$ cat src/rtl/pc_pkg.sv
package pc_pkg;

    localparam int ADDR_W     = 16;
    localparam int BYTE_W     = 8;
    localparam int INSN_BYTES = 2;
    localparam int OP_W       = 4;

    typedef logic [ADDR_W-1:0] addr_t;
    typedef logic [BYTE_W-1:0] byte_t;

    typedef enum logic [OP_W-1:0] {
        PCOP_STEP       = 4'd0,
        PCOP_JUMP       = 4'd1,
        PCOP_JUMPZ      = 4'd2,
        PCOP_BR_FWD     = 4'd3,
        PCOP_BR_FWD_Z   = 4'd4,
        PCOP_BR_BACK    = 4'd5,
        PCOP_BR_BACK_Z  = 4'd6,
        PCOP_CALL       = 4'd7,
        PCOP_RETURN     = 4'd8,
        PCOP_LINK_RD_LO = 4'd9,
        PCOP_LINK_RD_HI = 4'd10,
        PCOP_LINK_WR    = 4'd11
    } pc_op_e;

    // Result of one commit: next PC and next link register
    typedef struct packed {
        addr_t pc;
        addr_t link;
    } pc_state_t;

    function automatic addr_t join_bytes(input byte_t hi, input byte_t lo);
        return {hi, lo};
    endfunction

    function automatic addr_t zext(input byte_t v);
        return addr_t'(v);
    endfunction

    function automatic addr_t step_of(input addr_t base);
        return base + addr_t'(INSN_BYTES);
    endfunction

endpackage

$ cat src/rtl/pc_next_calc.sv
module pc_next_calc
    import pc_pkg::*;
(
    input  logic [OP_W-1:0] op,
    input  addr_t           pc_cur,
    input  addr_t           link_cur,
    input  byte_t           a_bus,
    input  byte_t           b_bus,
    input  byte_t           c_val,
    output pc_state_t       nxt
);

    addr_t seq_pc;
    addr_t abs_tgt;
    addr_t fwd_tgt;
    addr_t back_tgt;
    logic  b_zero;
    logic  c_zero;

    always_comb begin
        seq_pc   = step_of(pc_cur);
        abs_tgt  = join_bytes(a_bus, b_bus);
        fwd_tgt  = pc_cur + zext(a_bus);
        // backward branch keeps the sequential step after subtracting
        back_tgt = step_of(pc_cur - zext(a_bus));
        b_zero   = (b_bus == '0);
        c_zero   = (c_val == '0);
    end

    always_comb begin
        nxt.pc   = seq_pc;
        nxt.link = link_cur;
        case (op)
            PCOP_JUMP:      nxt.pc = abs_tgt;
            PCOP_JUMPZ:     nxt.pc = c_zero ? abs_tgt : seq_pc;
            PCOP_BR_FWD:    nxt.pc = fwd_tgt;
            PCOP_BR_FWD_Z:  nxt.pc = b_zero ? fwd_tgt : seq_pc;
            PCOP_BR_BACK:   nxt.pc = back_tgt;
            PCOP_BR_BACK_Z: nxt.pc = b_zero ? back_tgt : seq_pc;
            PCOP_CALL: begin
                nxt.pc   = abs_tgt;
                nxt.link = pc_cur;
            end
            PCOP_RETURN:    nxt.pc = step_of(link_cur);
            PCOP_LINK_WR:   nxt.link = abs_tgt;
            default:        nxt.pc = seq_pc;
        endcase
    end

endmodule

$ cat src/rtl/pc_cbus_drv.sv
module pc_cbus_drv
    import pc_pkg::*;
(
    input  logic [OP_W-1:0] op,
    input  logic            commit,
    input  addr_t           link_cur,
    output byte_t           c_bus_out,
    output logic            c_drive_en
);

    logic sel_lo;
    logic sel_hi;

    always_comb begin
        sel_lo     = !commit && (op == PCOP_LINK_RD_LO);
        sel_hi     = !commit && (op == PCOP_LINK_RD_HI);
        c_drive_en = sel_lo || sel_hi;
        c_bus_out  = '0;
        if (sel_lo) c_bus_out = link_cur[BYTE_W-1:0];
        if (sel_hi) c_bus_out = link_cur[ADDR_W-1 -: BYTE_W];
    end

endmodule

$ cat src/rtl/pc_unit.sv
module pc_unit
    import pc_pkg::*;
(
    input  logic        clk,
    input  logic        rst,
    input  logic        commit,
    input  logic [3:0]  op,
    input  logic [7:0]  a_bus,
    input  logic [7:0]  b_bus,
    input  logic [7:0]  c_val,
    output logic [7:0]  c_bus_out,
    output logic        c_drive_en,
    output logic [15:0] pc_q
);

    addr_t     pc_r;
    addr_t     link_r;
    pc_state_t nxt;

    pc_next_calc u_next (
        .op       (op),
        .pc_cur   (pc_r),
        .link_cur (link_r),
        .a_bus    (a_bus),
        .b_bus    (b_bus),
        .c_val    (c_val),
        .nxt      (nxt)
    );

    pc_cbus_drv u_cbus (
        .op         (op),
        .commit     (commit),
        .link_cur   (link_r),
        .c_bus_out  (c_bus_out),
        .c_drive_en (c_drive_en)
    );

    always_ff @(posedge clk) begin
        if (rst) begin
            pc_r   <= '0;
            link_r <= '0;
        end else if (commit) begin
            pc_r   <= nxt.pc;
            link_r <= nxt.link;
        end
    end

    assign pc_q = pc_r;

    assert_reset_clear_R1: assert property (@(posedge clk)
        rst |=> (pc_r == '0) && (link_r == '0));

    assert_exec_hold_R2: assert property (@(posedge clk) disable iff (rst)
        !commit |=> $stable(pc_r) && $stable(link_r));

    assert_plain_step_R3: assert property (@(posedge clk) disable iff (rst)
        commit && op == PCOP_STEP |=> pc_r == $past(pc_r) + 16'd2);

    assert_fwd_zero_halt_R5: assert property (@(posedge clk) disable iff (rst)
        commit && op == PCOP_BR_FWD && a_bus == 8'd0 |=> $stable(pc_r));

    assert_back_two_halt_R6: assert property (@(posedge clk) disable iff (rst)
        commit && op == PCOP_BR_BACK && a_bus == 8'd2 |=> $stable(pc_r));

    assert_call_links_R7: assert property (@(posedge clk) disable iff (rst)
        commit && op == PCOP_CALL |=> link_r == $past(pc_r));

    assert_cbus_idle_R10: assert property (@(posedge clk) disable iff (rst)
        !c_drive_en |-> c_bus_out == 8'd0);

    assert_cbus_no_commit_R10: assert property (@(posedge clk) disable iff (rst)
        commit |-> !c_drive_en);

endmodule

$ cat config.mk
export PLATFORM = sky130hd
export DESIGN_NAME = pc_unit
export DESIGN_NICKNAME = d
export VERILOG_FILES = /design/src/rtl/pc_pkg.sv /design/src/rtl/pc_next_calc.sv /design/src/rtl/pc_cbus_drv.sv /design/src/rtl/pc_unit.sv
export SDC_FILE = /design/constraint.sdc
export NUM_CORES = 1
export LEC_CHECK = 0
export BUFFER_PORTS_ARGS = -buffer_cell sky130_fd_sc_hd__buf_4
export CAP_MARGIN = 0
export CORE_MARGIN = 2
export CORE_UTILIZATION = 45
export DETAILED_ROUTE_END_ITERATION = 16
export HOLD_SLACK_MARGIN = 0.08
export PLACE_DENSITY = 0.7
export SLEW_MARGIN = 10
export SYNTH_ARGS = -nofsm -noshare
export SYNTH_HDL_FRONTEND = slang
export SYNTH_SLANG_ARGS = --single-unit
$ cat constraint.sdc
create_clock -name clk -period 5.01 [get_ports clk]
set_input_delay 0.7515 -clock clk [delete_from_list [all_inputs] [get_ports clk]]
set_output_delay 0.7515 -clock clk [all_outputs]
set_load 0.1 [all_outputs]
==> flow_metrics.tcl <==
set metrics [dict create \
    outcome "finished, final reports clean" \
    grt_pass1_vias 3889 \
    crit_path_start_kind "input port" \
    power_density_nw_per_um2 220 \
    ir_drop_mv 0.0988 \
    yosys_register_bits 32 \
    cp.required_ps 4260 \
    hold_viol 0 \
    die_w_um 98.4 \
    cp.buffers_inverters 3 \
    dr.first_iter.drc_count 296 \
    worst_slew_pin_slew_ps 1190 \
    ctsResizeCount 0 \
    dp_hpwl_mm 9.83 \
    cp.arrival_ps 2680 \
    yosysUniqueCellTypes 67 \
    layout-drive-gt1-share_pct 14.8 \
    clkLatencyLatePin_ps 300 \
    grt_pass1_wl_mm 20.7 \
    rsz0062_at_grt "no" \
    syn-instance-count 524 \
    async_flop_share_pct 0 \
    grtUsageTotal_pct 26.6 \
    drv_cap 0 \
    cts_setup_buffers 0 \
    drcViolationCount 0 \
    synth_area_leaders "dfxtp_1, ha_1, nor2_1, xnor2_1, a211oi_1" \
    hp-class "register to register" \
    period_needed_ps 3440 \
    ys.flop_type "dfxtp_1" \
    yosys.area.top_type "dfxtp_1" \
    viasPerCell 6.36 \
    cts-root-buf "clkbuf_8" \
    gp_congestion 0.920 \
    synth_top_area_share_pct 16.0 \
    port_buffers 55 \
    wire_per_inst_um 19.5 \
    ant_nets 0 \
    antenna_found_initial 0 \
    fp.dieArea_um2 9690 \
    final_area_um2 4540 \
    numCtsBuffers 5 \
    max_freq_ghz 0.291 \
    initial_core_util_pct 46.3 \
    row_count 34 \
    cts_sinks 32 \
    synth_edf_count 0 \
    synthToLayoutAreaGrowth_pct 13.2 \
    cp_max_fo 26 \
    path_class "input port to output port" \
    end_kind "output port" \
    die_y_um 98.4 \
    cp_slowest_cell "nor3b_1" \
    path_common_cell "buf_4" \
    cpPeakStageDelay_ps 800 \
    grt_max_degree 33 \
    synth_area_um2 4010 \
    cts_hold_buf 0 \
    core_area_um2 8680 \
    cp_top_family "simple AND/OR/NAND/NOR gates" \
    fillers 870 \
    yosys_warnings 0 \
    cts_tree "built" \
    synth_fp_nets 595 \
    diodes 0 \
    num-nets-final 631 \
    post_dp_cell_area_um2 4430 \
    io_pins 56 \
    tns_ps 0 \
    slew_violations 0 \
    gr-total-overflow 0 \
    avgSynthCellArea_um2 7.66 \
    vias 4255 \
    worstPathCellList "buf_4 > clkinv_1 > nand2_1 > nor3b_1 > a22o_1 > buf_4" \
    max_slew_margin_pct 20.5 \
    h-tree-depth 2 \
    clock_skew_ps 5.50 \
    wl_mm 13.0 \
    ys_seq_area_share_pct 16.0 \
    setup_viol 0 \
    dr.pass1.iters 5 \
    p_leak_nw 1.90 \
    cts.reportedPaths.clkPinSlew_ps 80 \
    cts_buffer_depth 2 \
    finalCritPeriodShare_pct 68.6 \
]
==> layout by cell type, fill, tap and decap left out, types with 8 or more instances in the layout <==
master	instances
nor2_1	67
buf_4	55
ha_1	38
nand2_1	32
dfxtp_1	32
inv_1	28
a21oi_1	27
xnor2_1	27
o21ai_0	26
a211oi_1	25
nand3_1	16
a221oi_1	16
mux2i_1	14
xor2_1	13
nor3_1	10
a22o_1	9
nor2b_1	8
a311oi_1	8
==> synthesized netlist by cell type, types with 4 or more instances <==
master    instances
o21bai_1          4
nor2_1           67
xnor2_1          27
buf_2            10
a22oi_1           5
and2_1            5
nor2b_1           8
ha_1             38
nand3_1          16
a21oi_1          27
nor3b_1           4
nand2_1          32
a22o_1            9
a221oi_1         16
o21a_1            5
mux2i_1          14
nor4_1            6
clkbuf_1         12
nand2b_1          4
xor2_1           13
nand4_1           7
a21o_1            7
dfxtp_1          32
inv_1            28
a211oi_1         25
o21ai_0          26
nor3_1           10
a311oi_1          8
==> kinds of logic after synthesis <==
group,share of synthesized area [%]
mux,3.49
flops,16.0
fa+ha+maj,12.8
buf+inv,5.95
simple gates,24.2
compound gates,28.8
xor+xnor,8.73
==> layout make-up <==
| class | count | area [um2] | area share [%] |
|---|---|---|---|
| flip-flops and latches | 32 | 641 | 14.1 |
| inverters | 29 | 109 | 2.40 |
| clock buffers | 5 | 68.8 | 1.51 |
| clock inverters | 3 | 42.5 | 0.936 |
| multi-input cells | 437 | 3130 | 69.0 |
| repair buffers | 55 | 413 | 9.09 |
| well taps | 108 | 135 | 2.97 |
==> state kept, by name (all words and copies together), names as in the netlist <==
signal / flops
pc_q: 16
link_r: 16
==> final timing paths <==
path / slack (ps) / endpoint / depth (start not counted) / from
setup / recovery: 1570 / c_bus_out[4] / 6 / commit
hold / removal: 540 / link_r[15] / 2 / link_r[15]
setup reg to reg: 1690 / pc_q[15] / 11 / pc_q[1]
hold reg to reg: 540 / link_r[15] / 2 / link_r[15]
==> per-stage QoR <==
| step | std cells | setup WS, ps | hold slack (ps) | power [mW] | utilization (%) |
|---|---|---|---|---|---|
| 2_1_floorplan | 524 | 1500 | 491 | 0.622 | - |
| 3_3_place_gp | 661 | 1630 | 529 | 0.732 | 51.1 |
| 3_5_place_dp | 661 | 1550 | 534 | 0.739 | 51.1 |
| 4_1_cts | 669 | 1600 | 543 | 0.993 | 52.4 |
| 5_1_grt | 669 | 1380 | 574 | 1.05 | 52.4 |
| 6_report | 669 | 1570 | 543 | 1.00 | 52.4 |
==> report_power, final <==
group,internal [mW],switching [mW]
Clock,0.147,0.114
Combinational,0.156,0.279
Sequential,0.269,0.0369
Total,0.572,0.430
==> worst min-delay path, stage by stage (launching register included) <==
cell and delay [ps]:
dfxtp_1 340, nor2_1 110, a211oi_1 50
==> routing by layer <==
metal | track usage [%] | vias up | routed length [um]
met5 | 0 | - | 0
met4 | 10.4 | 0 | 531
met3 | 3.48 | 41 | 969
met2 | 43.4 | 194 | 6070
met1 | 35.7 | 2006 | 5480
li1 | - | 2014 | -
No activity file was read; power rests on OpenSTA's default activity.
